`src/rtl/sdspi_rd_pkg.sv`:
```
package sdspi_rd_pkg;
    typedef enum logic [2:0] {ST_IDLE, ST_WAIT, ST_DATA, ST_CRCH, ST_CRCL} rd_state_t;

    localparam logic [7:0] TOK_START = 8'hFE;

    // One byte through CRC16 (x^16+x^12+x^5+1), MSB first
    function automatic logic [15:0] crc16_step(input logic [15:0] c, input logic [7:0] b);
        logic [15:0] r;
        r = c;
        for (int i = 7; i >= 0; i--) begin
            if (r[15] ^ b[i]) r = {r[14:0], 1'b0} ^ 16'h1021;
            else              r = {r[14:0], 1'b0};
        end
        return r;
    endfunction
endpackage

```
`src/rtl/sdspi_rd_crc.sv`:
```
module sdspi_rd_crc
    import sdspi_rd_pkg::*;
(
    input  logic        clk,
    input  logic        rst_n,
    input  logic        clr,
    input  logic        en,
    input  logic [7:0]  din,
    output logic [15:0] crc_o
);
    logic [15:0] crc_q;

    always_ff @(posedge clk or negedge rst_n) begin
        if (!rst_n)   crc_q <= '0;
        else if (clr) crc_q <= '0;
        else if (en)  crc_q <= crc16_step(crc_q, din);
    end

    assign crc_o = crc_q;
endmodule

```
`src/rtl/sdspi_rd_wdog.sv`:
```
module sdspi_rd_wdog #(
    parameter int W = 16
) (
    input  logic         clk,
    input  logic         rst_n,
    input  logic         clr,
    input  logic         tick,
    input  logic [W-1:0] lim,
    output logic         expire_o
);
    logic [W-1:0] cnt_q;

    assign expire_o = tick && (cnt_q == lim - W'(1));

    always_ff @(posedge clk or negedge rst_n) begin
        if (!rst_n)        cnt_q <= '0;
        else if (clr)      cnt_q <= '0;
        else if (expire_o) cnt_q <= '0;
        else if (tick)     cnt_q <= cnt_q + W'(1);
    end

    // the count of fill bytes never reaches the limit
    assert_wdog_bound_R6: assert property (@(posedge clk) disable iff (!rst_n)
        (lim != '0) |-> (cnt_q < lim));
endmodule

```
`src/rtl/sdspi_rd_rx.sv`:
```
module sdspi_rd_rx
    import sdspi_rd_pkg::*;
#(
    parameter int BLK_BYTES = 512,
    parameter int REG_BYTES = 16,
    parameter int TMO_W     = 16
) (
    input  logic             clk,
    input  logic             rst_n,
    input  logic             start_i,
    input  logic             multi_i,
    input  logic             reg_mode_i,
    input  logic             stop_i,
    input  logic [TMO_W-1:0] tmo_lim_i,
    input  logic [7:0]       rx_byte_i,
    input  logic             rx_valid_i,
    output logic [7:0]       dout_o,
    output logic             dout_valid_o,
    output logic             blk_done_o,
    output logic             crc_ok_o,
    output logic             err_o,
    output logic [4:0]       err_code_o,
    output logic             tmo_o,
    output logic             busy_o
);
    localparam int CW = $clog2(BLK_BYTES);

    rd_state_t   state_q, nxt;
    logic [CW-1:0] byte_cnt_q, len_last;
    logic        multi_q, reg_q, stop_pend_q;
    logic [7:0]  crc_hi_q;
    logic [15:0] crc_calc;
    logic        is_start, is_err, stop_now, expire, fill_tick;
    logic        dout_valid_q, blk_done_q, crc_ok_q, err_q, tmo_q;
    logic [7:0]  dout_q;
    logic [4:0]  err_code_q;

    assign is_start  = (rx_byte_i == TOK_START);
    assign is_err    = (rx_byte_i[7:5] == 3'b000);
    assign stop_now  = stop_i || stop_pend_q;
    assign len_last  = reg_q ? CW'(REG_BYTES - 1) : CW'(BLK_BYTES - 1);
    assign fill_tick = (state_q == ST_WAIT) && !stop_now && rx_valid_i && !is_start && !is_err;

    sdspi_rd_crc u_crc (
        .clk   (clk),
        .rst_n (rst_n),
        .clr   (state_q == ST_WAIT),
        .en    ((state_q == ST_DATA) && rx_valid_i),
        .din   (rx_byte_i),
        .crc_o (crc_calc)
    );

    sdspi_rd_wdog #(.W(TMO_W)) u_wdog (
        .clk      (clk),
        .rst_n    (rst_n),
        .clr      (state_q != ST_WAIT),
        .tick     (fill_tick),
        .lim      (tmo_lim_i),
        .expire_o (expire)
    );

    // State register
    always_ff @(posedge clk or negedge rst_n) begin
        if (!rst_n) state_q <= ST_IDLE;
        else        state_q <= nxt;
    end

    // Next-state logic
    always_comb begin
        nxt = state_q;
        unique case (state_q)
            ST_IDLE: if (start_i) nxt = ST_WAIT;
            ST_WAIT: begin
                if (stop_now)                    nxt = ST_IDLE;
                else if (rx_valid_i && is_start) nxt = ST_DATA;
                else if (rx_valid_i && is_err)   nxt = ST_IDLE;
                else if (expire)                 nxt = ST_IDLE;
            end
            ST_DATA: if (rx_valid_i && byte_cnt_q == len_last) nxt = ST_CRCH;
            ST_CRCH: if (rx_valid_i) nxt = ST_CRCL;
            ST_CRCL: if (rx_valid_i) nxt = (multi_q && !stop_now) ? ST_WAIT : ST_IDLE;
            default: nxt = ST_IDLE;
        endcase
    end

    // Datapath and outputs
    always_ff @(posedge clk or negedge rst_n) begin
        if (!rst_n) begin
            byte_cnt_q   <= '0;
            multi_q      <= 1'b0;
            reg_q        <= 1'b0;
            stop_pend_q  <= 1'b0;
            crc_hi_q     <= '0;
            dout_q       <= '0;
            dout_valid_q <= 1'b0;
            blk_done_q   <= 1'b0;
            crc_ok_q     <= 1'b0;
            err_q        <= 1'b0;
            err_code_q   <= '0;
            tmo_q        <= 1'b0;
        end else begin
            dout_valid_q <= 1'b0;
            blk_done_q   <= 1'b0;
            err_q        <= 1'b0;
            tmo_q        <= 1'b0;
            if (state_q == ST_IDLE) begin
                stop_pend_q <= 1'b0;
                if (start_i) begin
                    multi_q <= multi_i;
                    reg_q   <= reg_mode_i;
                end
            end else if (stop_i) begin
                stop_pend_q <= 1'b1;
            end
            if (state_q == ST_WAIT) byte_cnt_q <= '0;
            if (state_q == ST_WAIT && !stop_now && rx_valid_i && !is_start && is_err) begin
                err_q      <= 1'b1;
                err_code_q <= rx_byte_i[4:0];
            end
            if (expire) tmo_q <= 1'b1;
            if (state_q == ST_DATA && rx_valid_i) begin
                dout_q       <= rx_byte_i;
                dout_valid_q <= 1'b1;
                byte_cnt_q   <= byte_cnt_q + CW'(1);
            end
            if (state_q == ST_CRCH && rx_valid_i) crc_hi_q <= rx_byte_i;
            if (state_q == ST_CRCL && rx_valid_i) begin
                blk_done_q <= 1'b1;
                crc_ok_q   <= ({crc_hi_q, rx_byte_i} == crc_calc);
            end
        end
    end

    assign dout_o       = dout_q;
    assign dout_valid_o = dout_valid_q;
    assign blk_done_o   = blk_done_q;
    assign crc_ok_o     = crc_ok_q;
    assign err_o        = err_q;
    assign err_code_o   = err_code_q;
    assign tmo_o        = tmo_q;
    assign busy_o       = (state_q != ST_IDLE);

    // payload bytes come only out of the data state
    assert_dout_from_data_R2: assert property (@(posedge clk) disable iff (!rst_n)
        dout_valid_q |-> $past(state_q == ST_DATA));
    // an error report leaves the receiver idle
    assert_err_ends_R5: assert property (@(posedge clk) disable iff (!rst_n)
        err_q |-> (state_q == ST_IDLE));
    // at most one completion event per cycle
    assert_one_event_R3: assert property (@(posedge clk) disable iff (!rst_n)
        $onehot0({err_q, tmo_q, blk_done_q}));
    // payload counter stays inside the selected length
    assert_len_bound_R4: assert property (@(posedge clk) disable iff (!rst_n)
        (state_q == ST_DATA) |-> (byte_cnt_q <= len_last));
    // block completion follows the low CRC byte
    assert_done_after_crc_R7: assert property (@(posedge clk) disable iff (!rst_n)
        blk_done_q |-> $past(state_q == ST_CRCL));
    // a timeout leaves the receiver idle
    assert_tmo_ends_R6: assert property (@(posedge clk) disable iff (!rst_n)
        tmo_q |-> (state_q == ST_IDLE));
endmodule

```
`config.mk`:
```
export PLATFORM = sky130hd
export DESIGN_NAME = sdspi_rd_rx
export DESIGN_NICKNAME = d
export VERILOG_FILES = /design/src/rtl/sdspi_rd_pkg.sv /design/src/rtl/sdspi_rd_crc.sv /design/src/rtl/sdspi_rd_wdog.sv /design/src/rtl/sdspi_rd_rx.sv
export SDC_FILE = /design/constraint.sdc
export NUM_CORES = 1
export LEC_CHECK = 0
export BUFFER_PORTS_ARGS = -buffer_cell sky130_fd_sc_hd__buf_4
export CAP_MARGIN = 25
export CELL_PAD_IN_SITES_DETAIL_PLACEMENT = 0
export CELL_PAD_IN_SITES_GLOBAL_PLACEMENT = 2
export CORE_MARGIN = 2
export CORE_UTILIZATION = 37
export CTS_CLUSTER_SIZE = 25
export DETAILED_ROUTE_END_ITERATION = 16
export PLACE_DENSITY = 0.81
export SETUP_SLACK_MARGIN = 0.1
export SLEW_MARGIN = 20
export SYNTH_ARGS = -nofsm -noshare
export SYNTH_HDL_FRONTEND = slang
export SYNTH_SLANG_ARGS = --single-unit
```
`constraint.sdc`:
```
create_clock -name clk -period 2.6 [get_ports clk]
set_input_delay 0.52 -clock clk [delete_from_list [all_inputs] [get_ports clk]]
set_output_delay 0.52 -clock clk [all_outputs]
set_load 0.02 [all_outputs]
```
# Word-level counts from Yosys, hierarchy flattened
# Index checks and enable logic that the tools add are counted.
# word_totals
reg_bits	73
output_inout_bits	19
wordCells	119
# classes
reduce_logical	25
bitwise	16
addsub	3
eq_ne	14
n_mux	46
# op_table
cell	count
16-bit two-way mux	19
13-bit two-way mux	8
16-bit == test	2
9-bit two-way mux	3
3-bit two-way mux	8
3-bit NOT	8
16-bit by 1-bit adder with 16-bit output (second input constant)	1
16-bit by 1-bit subtractor with 16-bit output (second input constant)	1
3-bit one-hot mux with 5 select lines	1
1-bit logical AND	13
9-bit by 1-bit adder with 9-bit output (second input constant)	1
9-bit == test	1
8-bit == test (second input constant)	1
1-bit XOR	8
1-bit two-way mux	7
3-bit by 2-bit == test with 1-bit output (second input constant)	2
3-bit zero test	2
2-bit != test (second input constant)	3
3-bit nonzero test	2
5-bit != test (second input constant)	1
5-bit AND reduction	1
2-bit nonzero test	2
3-bit by 1-bit == test with 1-bit output (second input constant)	1
3-bit == test (second input constant)	1
5 further kinds	7

# Depth between registers and ports, before layout
# Gate-level depths: netlist (run 1).
# depth
ltp_word	32
depth_mapped	10
mapped_depth_nobuf	9

# Cells and area by module
# A second synthesis (run 1) with hierarchy kept.
# unflattened
hier_cells	433
hier_area_um2	4401.7
# modules_own_cells
mod	instances	seq_area_each_um2	cells_per_inst	area_per_inst_um2
sdspi_rd_rx	1	1026.0	187	1959.4
sdspi_rd_wdog	1	400.4	167	1398.8
sdspi_rd_crc	1	400.4	79	1043.5

# Worst setup path before layout (run 1)
# No wires, ideal clock.
# synth_path
path_type	input-to-reg
startpoint	input tmo_lim_i[2]
endpoint	register u_wdog.cnt_q[2]
required_ns	2.477
stages	9
slack_ns	-0.011
arrival_ns	2.488
n_path_buf	2
cell_sequence	buf_6 > or4_4 > or3_1 > o21ai_1 > and3_2 > nand4_4 > buf_6 > a221oi_2 > nand2_1
# synth_via
elab_chain_cells	5
# synth_rtl
item	line	source
start: declaration	sdspi_rd_rx.sv:14	input logic [TMO_W-1:0] tmo_lim_i,
16-bit by 1-bit subtractor with 16-bit output *	sdspi_rd_wdog.sv:13	assign expire_o = tick && (cnt_q == lim - W'(1));
16-bit == test *	sdspi_rd_wdog.sv:13	
1-bit logical AND *	sdspi_rd_wdog.sv:13	
16-bit two-way mux	sdspi_rd_wdog.sv:18	else if (expire_o) cnt_q <= '0;
16-bit two-way mux	sdspi_rd_wdog.sv:17	else if (clr) cnt_q <= '0;
end signal: assignment	sdspi_rd_wdog.sv:19	else if (tick) cnt_q <= cnt_q + W'(1);
end: declaration	sdspi_rd_wdog.sv:11	logic [W-1:0] cnt_q;
# Mark *: on every way between the ends. The rest lies on a longest branch, timed or not.
# A chain may end at the register's enable or synchronous reset.

# Worst setup path after layout (run 1)
# layout_path
startpoint	input tmo_lim_i[5]
endpoint	register u_wdog.cnt_q[0]
# layout_via
elab_chain_cells	5
# layout_rtl
item	line	source
16-bit by 1-bit subtractor with 16-bit output *	sdspi_rd_wdog.sv:13	
16-bit == test *	sdspi_rd_wdog.sv:13	
1-bit logical AND *	sdspi_rd_wdog.sv:13	
named net expire	sdspi_rd_rx.sv:33	logic is_start, is_err, stop_now, expire, fill_tick;
16-bit two-way mux	sdspi_rd_wdog.sv:18	
16-bit two-way mux	sdspi_rd_wdog.sv:17	
# Mark *: on every way through the listed nets, which the timed path passes. The rest lies on a longest branch.

==> results of run 1 <==
-- power by group through the flow --
stage	Clock [mW]	Combinational [mW]	Sequential (mW)
floorplan	0	1.26	1.55
detailed placement	0	1.88	1.63
CTS	1.46	1.89	1.60
finish	1.44	1.94	1.60
global route	1.52	2.16	1.64
global placement	0	1.84	1.62
-- area by class of cell --
| class | instances | area (um^2) |
|---|---|---|
| tap | 147 | 184 |
| timing repair buffer | 101 | 796 |
| multi-input combinational | 398 | 2590 |
| clock inverter | 5 | 104 |
| fill | 1146 | 6200 |
| clock buffer | 10 | 239 |
| sequential | 73 | 1830 |
| inverter | 6 | 22.5 |
-- how the worst max path moves through the flow --
stage | startpoint | cells past startpoint | endpoint
finish | tmo_lim_i[5] | 8 | u_wdog.cnt_q[0]
CTS | u_wdog.cnt_q[13] | 9 | u_wdog.cnt_q[8]
global placement | tmo_lim_i[5] | 8 | u_wdog.cnt_q[0]
detailed placement | tmo_lim_i[5] | 8 | u_wdog.cnt_q[0]
global route | tmo_lim_i[5] | 9 | u_wdog.cnt_q[1]
floorplan | tmo_lim_i[0] | 10 | u_wdog.cnt_q[2]
-- cell usage in the layout, fill, tap and decap left out, types with 5 or more instances in the layout --
cell	count
a31oi_1	5
nand3_1	21
o21ai_1	13
or4_1	14
and2_1	5
dfrtp_1	72
nand4_1	13
o21ai_0	35
nor2_1	17
o31ai_1	6
nor3_1	10
inv_1	5
xor2_1	12
clkbuf_16	9
nor2b_1	5
nand2_1	94
a41oi_1	6
and3_1	8
or2_2	5
xnor2_1	45
or3_1	5
a21oi_1	8
buf_4	98
mux2_2	11
a22o_1	10
-- through the flow --
stage | utilization [%] | cell area (um^2)
after global placement | 44.8 | 5360
after detailed placement | 44.8 | 5360
after floorplan | - | 4510
final | 48.2 | 5760
after CTS | 47.7 | 5700
after global routing | 48.2 | 5760
-- routing by layer --
layer,wire (um),vias to the layer above
met5,0,-
met4,142,0
met3,517,12
met2,5560,97
met1,6210,2005
li1,-,1985
-- timing repair --
| item | in CTS | in global routing |
|---|---|---|
| resized for setup | 0 | 7 |
| endpoints found under the setup margin | 0 | 14 |
| setup buffers | 0 | 2 |
-- cells by family after synthesis --
group,after synthesis,synth area share [%]
flops,73,40.5
mux,14,3.42
simple gates,223,26.2
compound gates,100,14.7
xor+xnor,58,11.3
fa+ha+maj,3,0.833
buf+inv,31,3.00
-- sequential cells by signal (all words and copies together) (netlist names), 3 cells and up --
name,cells
byte_cnt_q,9
state_q,3
crc_hi_q,8
dout_o,8
u_wdog.cnt_q,16
err_code_o,5
u_crc.crc_o,16
==> run metrics, run 1 <==
initial antenna violation count 0; CP max stage cell or4_4; met3 usage between 3 and 4%; grt peak-use layer met2; Die Wd between 100 and 150 um; min Tclk post-route approximately 2.4 ns; Seq/Total Area, Yosys 40.5%; total number of vias slightly above 4k; Rows 40; distinct cell type count after synthesis 58; die span in y between 100 and 150 um; fin cells 740; MaxCap Viol Count 0; Clock Latency Late Sink between 0.3 and 0.4 ns; Max Root-Sink Buffers 2; sequential fraction of design power about a third; GRT overflow 0; Post-Synthesis Cell Area between 4000 and 5000 um^2; IO Pins 50; crit path max fanout 5; R2R depth 9; Synth area leader dfrtp_1; Top FF cell, synth dfrtp_1; Slew Viols, Final 0; Tot GR Track Use 20.2%; met1 Use GR between 20% and 30%; outcome complete, no violations; Final #Nets between 600 and 700; normalized max-slew margin approximately 51%; top cells by area, synth dfrtp_1 41%, xnor2_1 8.7%, nand2_1 7.8%, o21ai_0 3.9%, mux2_2 2.7%; final hold violations 0; NetSw between 1.5 and 2 mW; Fmax achieved between 0.4 and 0.5 GHz; hold slack about 0.22 ns; Routed Antenna Nets 0; Worst Setup Slack, final 0.166 ns; Slowest Stage Delay on Critical Path about 0.57 ns; most frequent cell after synthesis nand2_1; EDFF count, synth 0; vias in the first global route 3942; initial core utilization a little under two fifths; Warnings, synthesis 0; TritonRoute pass-1 iters 5; Crit. End Element flop; H-tree depth 3; reg2reg setup slack around 0.22 ns; number of vias per cell 5.54; Cell Int Power ~3.2 mW; total CTS buffers 9; WP data arrival roughly 2.6 ns; Worst-Margin Slew between 0.7 and 0.8 ns; Worst Hold Class input pin to async pin; syn_area_per_cell roughly 9 um^2; Final TNS setup 0 ns; Layout area overhead 27.9%; DP HPWL just under 9 mm; Worst Path Required roughly 2.8 ns; CP Cell Sequence buf_4, or4_4, o31ai_1, a21oi_2, nor3_2, nand2_1, nor4_2, o41ai_2; R2R Path Start u_wdog.cnt_q[13]; Power Total 4.98 mW; Core ar. 12000 um^2; Sink Count 73; first-pass GRT wire length 20.8 mm; Top delay family on crit path simple AND/OR/NAND/NOR gates; kind of critical path input pin to flop; Leak between 2 and 3 nW; number of DRC markers in iteration 0 approximately 350; DRC Markers 0; switching share of power between 30% and 40%; global routing met2 resource utilization between 30% and 40%; Clock transition at path regs roughly 0.060 ns; routability cong. roughly 0.91; dpl ws -0.160 ns; Seq cells post-synth 73; peak supply drop 375 uV; fraction of layout cells with a size suffix above 1 between 20% and 30%; largest net degree at the start of global routing 49; IO Port Bufs just under 50; wire per inst between 15 and 20 um; WP buf/inv 1; top cell type's share of synthesized area approximately two fifths; CTS tree built; Clock Tree Root clkbuf_16; syn_nets ~540; diodes inserted 0; period utilization around 94%; clock power share between 20% and 30%; combinational power share between 30% and 40%; Startpoint Class input pin; Commonest cells post-synth 94 x nand2_1, 73 x dfrtp_1, 45 x xnor2_1, 35 x o21ai_0, 21 x nand3_1; post-synthesis cell count between 500 and 600; die area ~13000 um^2; placed insts between 700 and 800; power density over cell area about 860 nW/um^2; Async S/R FF share, synth 100%; skew final ~0.01 ns; RSZ-0062 raised after global routing true; CTS Hold Bufs 0; DRT Wirelength ~12 mm; end of the worst register-to-register path u_wdog.cnt_q[8]; Setup violations, final 0
Note: power is estimated with default switching activity, not from simulation.
==> run 2: changes to the inputs <==
- CELL_PAD_IN_SITES_GLOBAL_PLACEMENT: 2 -> 1
- CORE_UTILIZATION: 37 -> 40
- PLACE_DENSITY: 0.81 -> 0.72
==> run metrics, run 2 (synthesis results as in run 1) <==
Leak 2.48 nW (-1.8%); Worst Hold Class input pin to async pin; min Tclk post-route 2.43 ns (-0.00429 ns); die area 12100 um^2 (-7.2%); Power Total 4.75 mW (-4.6%); wire per inst 16.3 um (-3.3%); period utilization 93.4% (-0.17 points); DRT Wirelength 11.8 mm (-4.7%); FILL cells 1026 (-10%); commonest non-fill, non-tap cells in the layout 94 x nand2_1, 93 x buf_4, 72 x dfrtp_1, 45 x xnor2_1, 35 x o21ai_0; GRT overflow 0 (unchanged); Worst-Margin Slew 0.748 ns (+0.00915 ns); TritonRoute pass-1 iters 4 (-1); power density over cell area 839 nW/um^2 (-2.9%); dpl ws -0.159 ns (+0.00130 ns); Clock transition at path regs 0.06 ns (about the same); peak supply drop 352 uV (-6.2%); commonest non-fill, non-tap cell in the layout nand2_1; Clock Latency Late Sink 0.33 ns (about the same); normalized max-slew margin 50.0% (-0.61 points); initial antenna violation count 0 (unchanged); skew final 0.00768 ns (-0.00246 ns); largest net degree at the start of global routing 39 (-20%); Rows 38 (-5.0%); Crit. End Element flop; CP Cell Sequence buf_4, or4_4, or4_1, a21oi_1, or3_4, nor2_4, buf_4, o31ai_1; routability cong. 0.822 (-9.3%); die span in y 110 um (-3.7%); Sink Count 73 (unchanged); Final #Nets 618 (-0.80%); initial core utilization 41.2% (+3.5 points); Tot GR Track Use 20.8% (+0.54 points); Clock Tree Root clkbuf_16; Routed Antenna Nets 0 (unchanged); WP data arrival 2.67 ns (+0.04 ns); Worst Path Required 2.84 ns (+0.04 ns); vias in the first global route 3822 (-3.0%); Final TNS setup 0 ns (unchanged); Register Area 1830 um^2 (unchanged); Setup violations, final 0 (unchanged); number of DRC markers in iteration 0 244 (-31%); Worst setup startpoint tmo_lim_i[5]; crit path max fanout 6 (+1); fraction of layout cells with a size suffix above 1 24.6% (-1.0 points); CTS Hold Bufs 0 (unchanged); total CTS buffers 9 (unchanged); first-pass GRT wire length 19.4 mm (-6.6%); Fmax achieved 0.412 GHz (+0.18%); crit-path most repeated cell buf_4; DRC Markers 0 (unchanged); RSZ-0062 raised after global routing false; Slowest Stage Delay on Critical Path 0.57 ns (about the same); CP max stage cell or4_4; Slew Viols, Final 0 (unchanged); Core ar. 10900 um^2 (-8.6%); area of the multi-input gates 2580 um^2 (-0.34%); R2R Path Start u_wdog.cnt_q[13]; Die Wd 110 um (-3.7%); Max Root-Sink Buffers 2 (unchanged); MaxCap Viol Count 0 (unchanged); number of vias per cell 5.48 (-0.99%); DP HPWL 8.38 mm (-6.3%); diodes inserted 0 (unchanged); kind of critical path input pin to flop; fin cells 729 (-1.5%); total number of vias 3998 (-2.5%); H-tree depth 3 (unchanged); final core utilization 51.7% (+3.6 points); Worst Setup Slack, final 0.171 ns (+0.00429 ns); placed insts 709 (-1.9%); IO Port Bufs 49 (unchanged); Layout area overhead 25.6%; final hold violations 0 (unchanged); CTS tree built; outcome complete, no violations; Startpoint Class input pin; IO Pins 50 (unchanged)
[run 2: changes by cell type in the layout (fill, tap and decap cells not counted), sizes merged]
cell	change
buf	-5
inv	+2
bufinv	-2
clkinvlp	+1
[run 2: what timing repair did]
action	CTS	global route
buffers inserted	0	4
gates resized for setup	0	6
setup endpoints to repair	0	9
[run 2: final cells by class]
cell class / count / share of cell area (%)
timing repair buffer: 96 / 13.4
tap: 140 / 3.10
inverter: 6 / 0.398
clock inverter: 6 / 1.15
multi-input combinational: 398 / 45.6
clock buffer: 10 / 4.05
sequential: 73 / 32.3
[run 2: metal layers]
layer | share of wire, % | GRT usage [%] | up-vias
met1 | 48 | 29.9 | 1920
met5 | 0 | 0 | -
met2 | 47 | 31.5 | 92
met3 | 4.5 | 3.29 | 10
met4 | 0.90 | 7.77 | 0
li1 | - | - | 1976
[run 2: path summary, 6_finish.rpt]
| path | to | slack (ns) | depth (start not counted) |
|---|---|---|---|
| worst max-delay path | u_wdog.cnt_q[15] | 0.17 | 8 |
| worst min-delay path | byte_cnt_q[4] | 0.16 | 1 |
| worst max register to register | u_wdog.cnt_q[15] | 0.25 | 9 |
| worst min register to register | dout_o[0] | 0.49 | 2 |
| max in group asynchronous | tmo_o | 1.87 | 2 |
| min in group clk | multi_q | 0.42 | 2 |
[run 2: metrics by stage]
step	cell area, um^2	hold WS (ns)
floorplan	4510	0.224
global placement	5300	0.462
detailed placement	5300	0.464
CTS	5590	0.168
global route	5660	0.199
finish	5660	0.156
[run 2: worst max-delay path, delay by kind of cell]
kind,cells,cell delay (ns)
simple gates,4,1.38
compound gates,2,0.48
buf+inv,2,0.28
[run 2: report_power, final]
part	internal, mW	switching, mW
Sequential	1.33	0.289
Clock	0.747	0.503
Combinational	0.849	1.03
==> run 3: changes to the inputs <==
- CORE_UTILIZATION: 40 -> 45
- GPL_TIMING_DRIVEN: not set -> 0
- PLACE_DENSITY: 0.72 -> 0.8
- clock period: 2.6 -> 2.4 ns (I/O delays scaled with it)
==> run metrics, run 3 (synthesis results as in run 1) <==
fraction of layout cells with a size suffix above 1 30.1% (+5.5 points); Clock Latency Late Sink 0.36 ns (+0.03 ns); commonest non-fill, non-tap cell in the layout nand2_1; sequential fraction of design power 33.2% (-1.0 points); diodes inserted 0 (unchanged); outcome complete, no violations; switching share of power 41.7% (+3.4 points); final core utilization 59.7% (+8.0 points); Final TNS setup 0 ns (unchanged); normalized max-slew margin 58.2% (+8.2 points); Tot GR Track Use 22.4% (+1.6 points); hold slack 0.0161 ns (-0.140 ns); Clock Tree Root clkbuf_8; CTS Hold Bufs 0 (unchanged); period utilization a little over nine tenths; MaxCap Viol Count 0 (unchanged); largest net degree at the start of global routing 74 (+90%); Die Wd 104 um (-5.5%); crit-path most repeated cell o21ai_2; H-tree depth 3 (unchanged); Cell Int Power 2.99 mW (+2.0%); IO Pins 50 (unchanged); final hold violations 0 (unchanged); number of DRC markers in iteration 0 242 (-0.82%); commonest non-fill, non-tap cells in the layout 94 x nand2_1, 67 x dfrtp_1, 59 x buf_4, 42 x xnor2_1, 34 x o21ai_0; TritonRoute pass-1 iters 4 (unchanged); Top delay family on crit path simple AND/OR/NAND/NOR gates; Core ar. 9730 um^2 (-11%); RSZ-0062 raised after global routing true; peak supply drop 490 uV (+39%); total CTS buffers 9 (unchanged); DP HPWL 8.23 mm (-1.9%); Slew Viols, Final 0 (unchanged); Leak 2.45 nW (-1.1%); Slowest Stage Delay on Critical Path 0.59 ns (+0.02 ns); placed insts 678 (-4.4%); dpl ws -0.613 ns (-0.454 ns); Setup violations, final 0 (unchanged); vias in the first global route 3823 (+0.026%); kind of critical path input pin to flop; NetSw 2.14 mW (+17%); GRT overflow 0 (unchanged); Worst setup startpoint tmo_lim_i[5]; CTS tree built; fin cells 721 (-1.1%); initial antenna violation count 0 (unchanged); DRT Wirelength 12.2 mm (+2.6%); WP data arrival 2.61 ns (-0.06 ns); Startpoint Class input pin; Max Root-Sink Buffers 2 (unchanged); wire per inst 16.9 um (+3.8%); power density over cell area 882 nW/um^2 (+5.1%); first-pass GRT wire length 19.6 mm (+1.0%); Worst Setup Slack, final 0.0320 ns (-0.139 ns); routability cong. 0.842 (+2.5%); Routed Antenna Nets 0 (unchanged); die span in y 104 um (-5.5%); Rows 36 (-5.3%); Fmax achieved around 0.42 GHz; total number of vias 4106 (+2.7%); number of vias per cell 5.69 (+3.8%); Clock transition at path regs 0.09 ns (+0.03 ns); R2R Path Start state_q[2]; clock power share 19.9% (-6.4 points); WP buf/inv 2 (unchanged); Worst-Margin Slew 0.627 ns (-0.121 ns); Sink Count 73 (unchanged); skew final 0.0130 ns (+0.00531 ns); die area 10800 um^2 (-11%); initial core utilization 46.3% (+5.1 points); Worst Path Required 2.64 ns (-0.20 ns); Layout area overhead 28.9%; combinational power share 47.0% (+7.5 points); DRC Markers 0 (unchanged); CP Cell Sequence buf_4, or4_4, or3_4, o21ai_2, and3_4, nand4_4, buf_8, a41oi_2, o21ai_2; Worst Hold Class input pin to async pin; Crit. End Element flop; min Tclk post-route 2.37 ns; crit path max fanout 6 (unchanged); CP max stage cell or4_4; Final #Nets 617 (-0.16%); IO Port Bufs 43 (-12%)
## run 3: cell count changes in the layout (fill, tap and decap cells not counted), sizes merged
cell      change
buf          -22
inv           +1
clkinv        -1
clkbuf       +20
clkinvlp      +1
## run 3: cell type report
| type | count | area, um^2 |
|---|---|---|
| Tap cell | 133 | 166 |
| Sequential cell | 73 | 1830 |
| Clock buffer | 9 | 124 |
| Fill cell | 884 | 3920 |
| Inverter | 6 | 26.3 |
| Clock inverter | 7 | 77.6 |
| Buffer | 25 | 140 |
| Multi-Input combinational cell | 398 | 2820 |
| Timing Repair Buffer | 70 | 617 |
## run 3: power by group through the flow
stage / clock, mW / combinational [mW] / sequential, mW
after floorplan: 0 / 1.40 / 1.68
after global placement: 0 / 1.92 / 1.70
after detailed placement: 0 / 1.94 / 1.71
after CTS: 1.04 / 2.17 / 1.69
after global routing: 1.10 / 2.64 / 1.73
final: 1.02 / 2.41 / 1.70
## run 3: worst reg2reg max path, delay by kind of cell (launching register included)
| family | cells | cell delay, ns |
|---|---|---|
| DFF | 1 | 0.45 |
| AOI/OAI and AO/OA | 2 | 0.28 |
| buffers and inverters | 1 | 0.22 |
| and+or+nand+nor | 5 | 1.29 |
## run 3: timing repair
action / in CTS / in global routing
setup buffers: 13 / 11
cloned: 1 / 1
endpoints found under the setup margin: 38 / 38
resized for setup: 38 / 39
pin swaps: 16 / 28
## run 3: through the flow
step,cell area [um^2],power (mW)
2_1_floorplan,4550,3.07
3_3_place_gp,5040,3.61
3_5_place_dp,5040,3.65
4_1_cts,5530,4.90
5_1_grt,5810,5.48
6_report,5810,5.12
## run 3: path summary, 6_finish.rpt
kind | to | slack (ns) | cells past startpoint
max in group asynchronous | u_wdog.cnt_q[0] | 1.78 | 2
setup / recovery | u_wdog.cnt_q[10] | 0.03 | 9
hold reg to reg | err_code_o[4] | 0.48 | 2
min in group clk | reg_q | 0.36 | 2
hold / removal | u_wdog.cnt_q[10] | 0.02 | 1
setup reg to reg | u_wdog.cnt_q[10] | 0.06 | 8
## run 3: per-layer routing
| layer | global-route usage, % | vias up | routed length (um) |
|---|---|---|---|
| li1 | - | 1968 | - |
| met1 | 33.0 | 1999 | 5810 |
| met2 | 34.2 | 125 | 5570 |
| met3 | 3.51 | 14 | 621 |
| met4 | 6.27 | 0 | 153 |
| met5 | 0 | - | 0 |
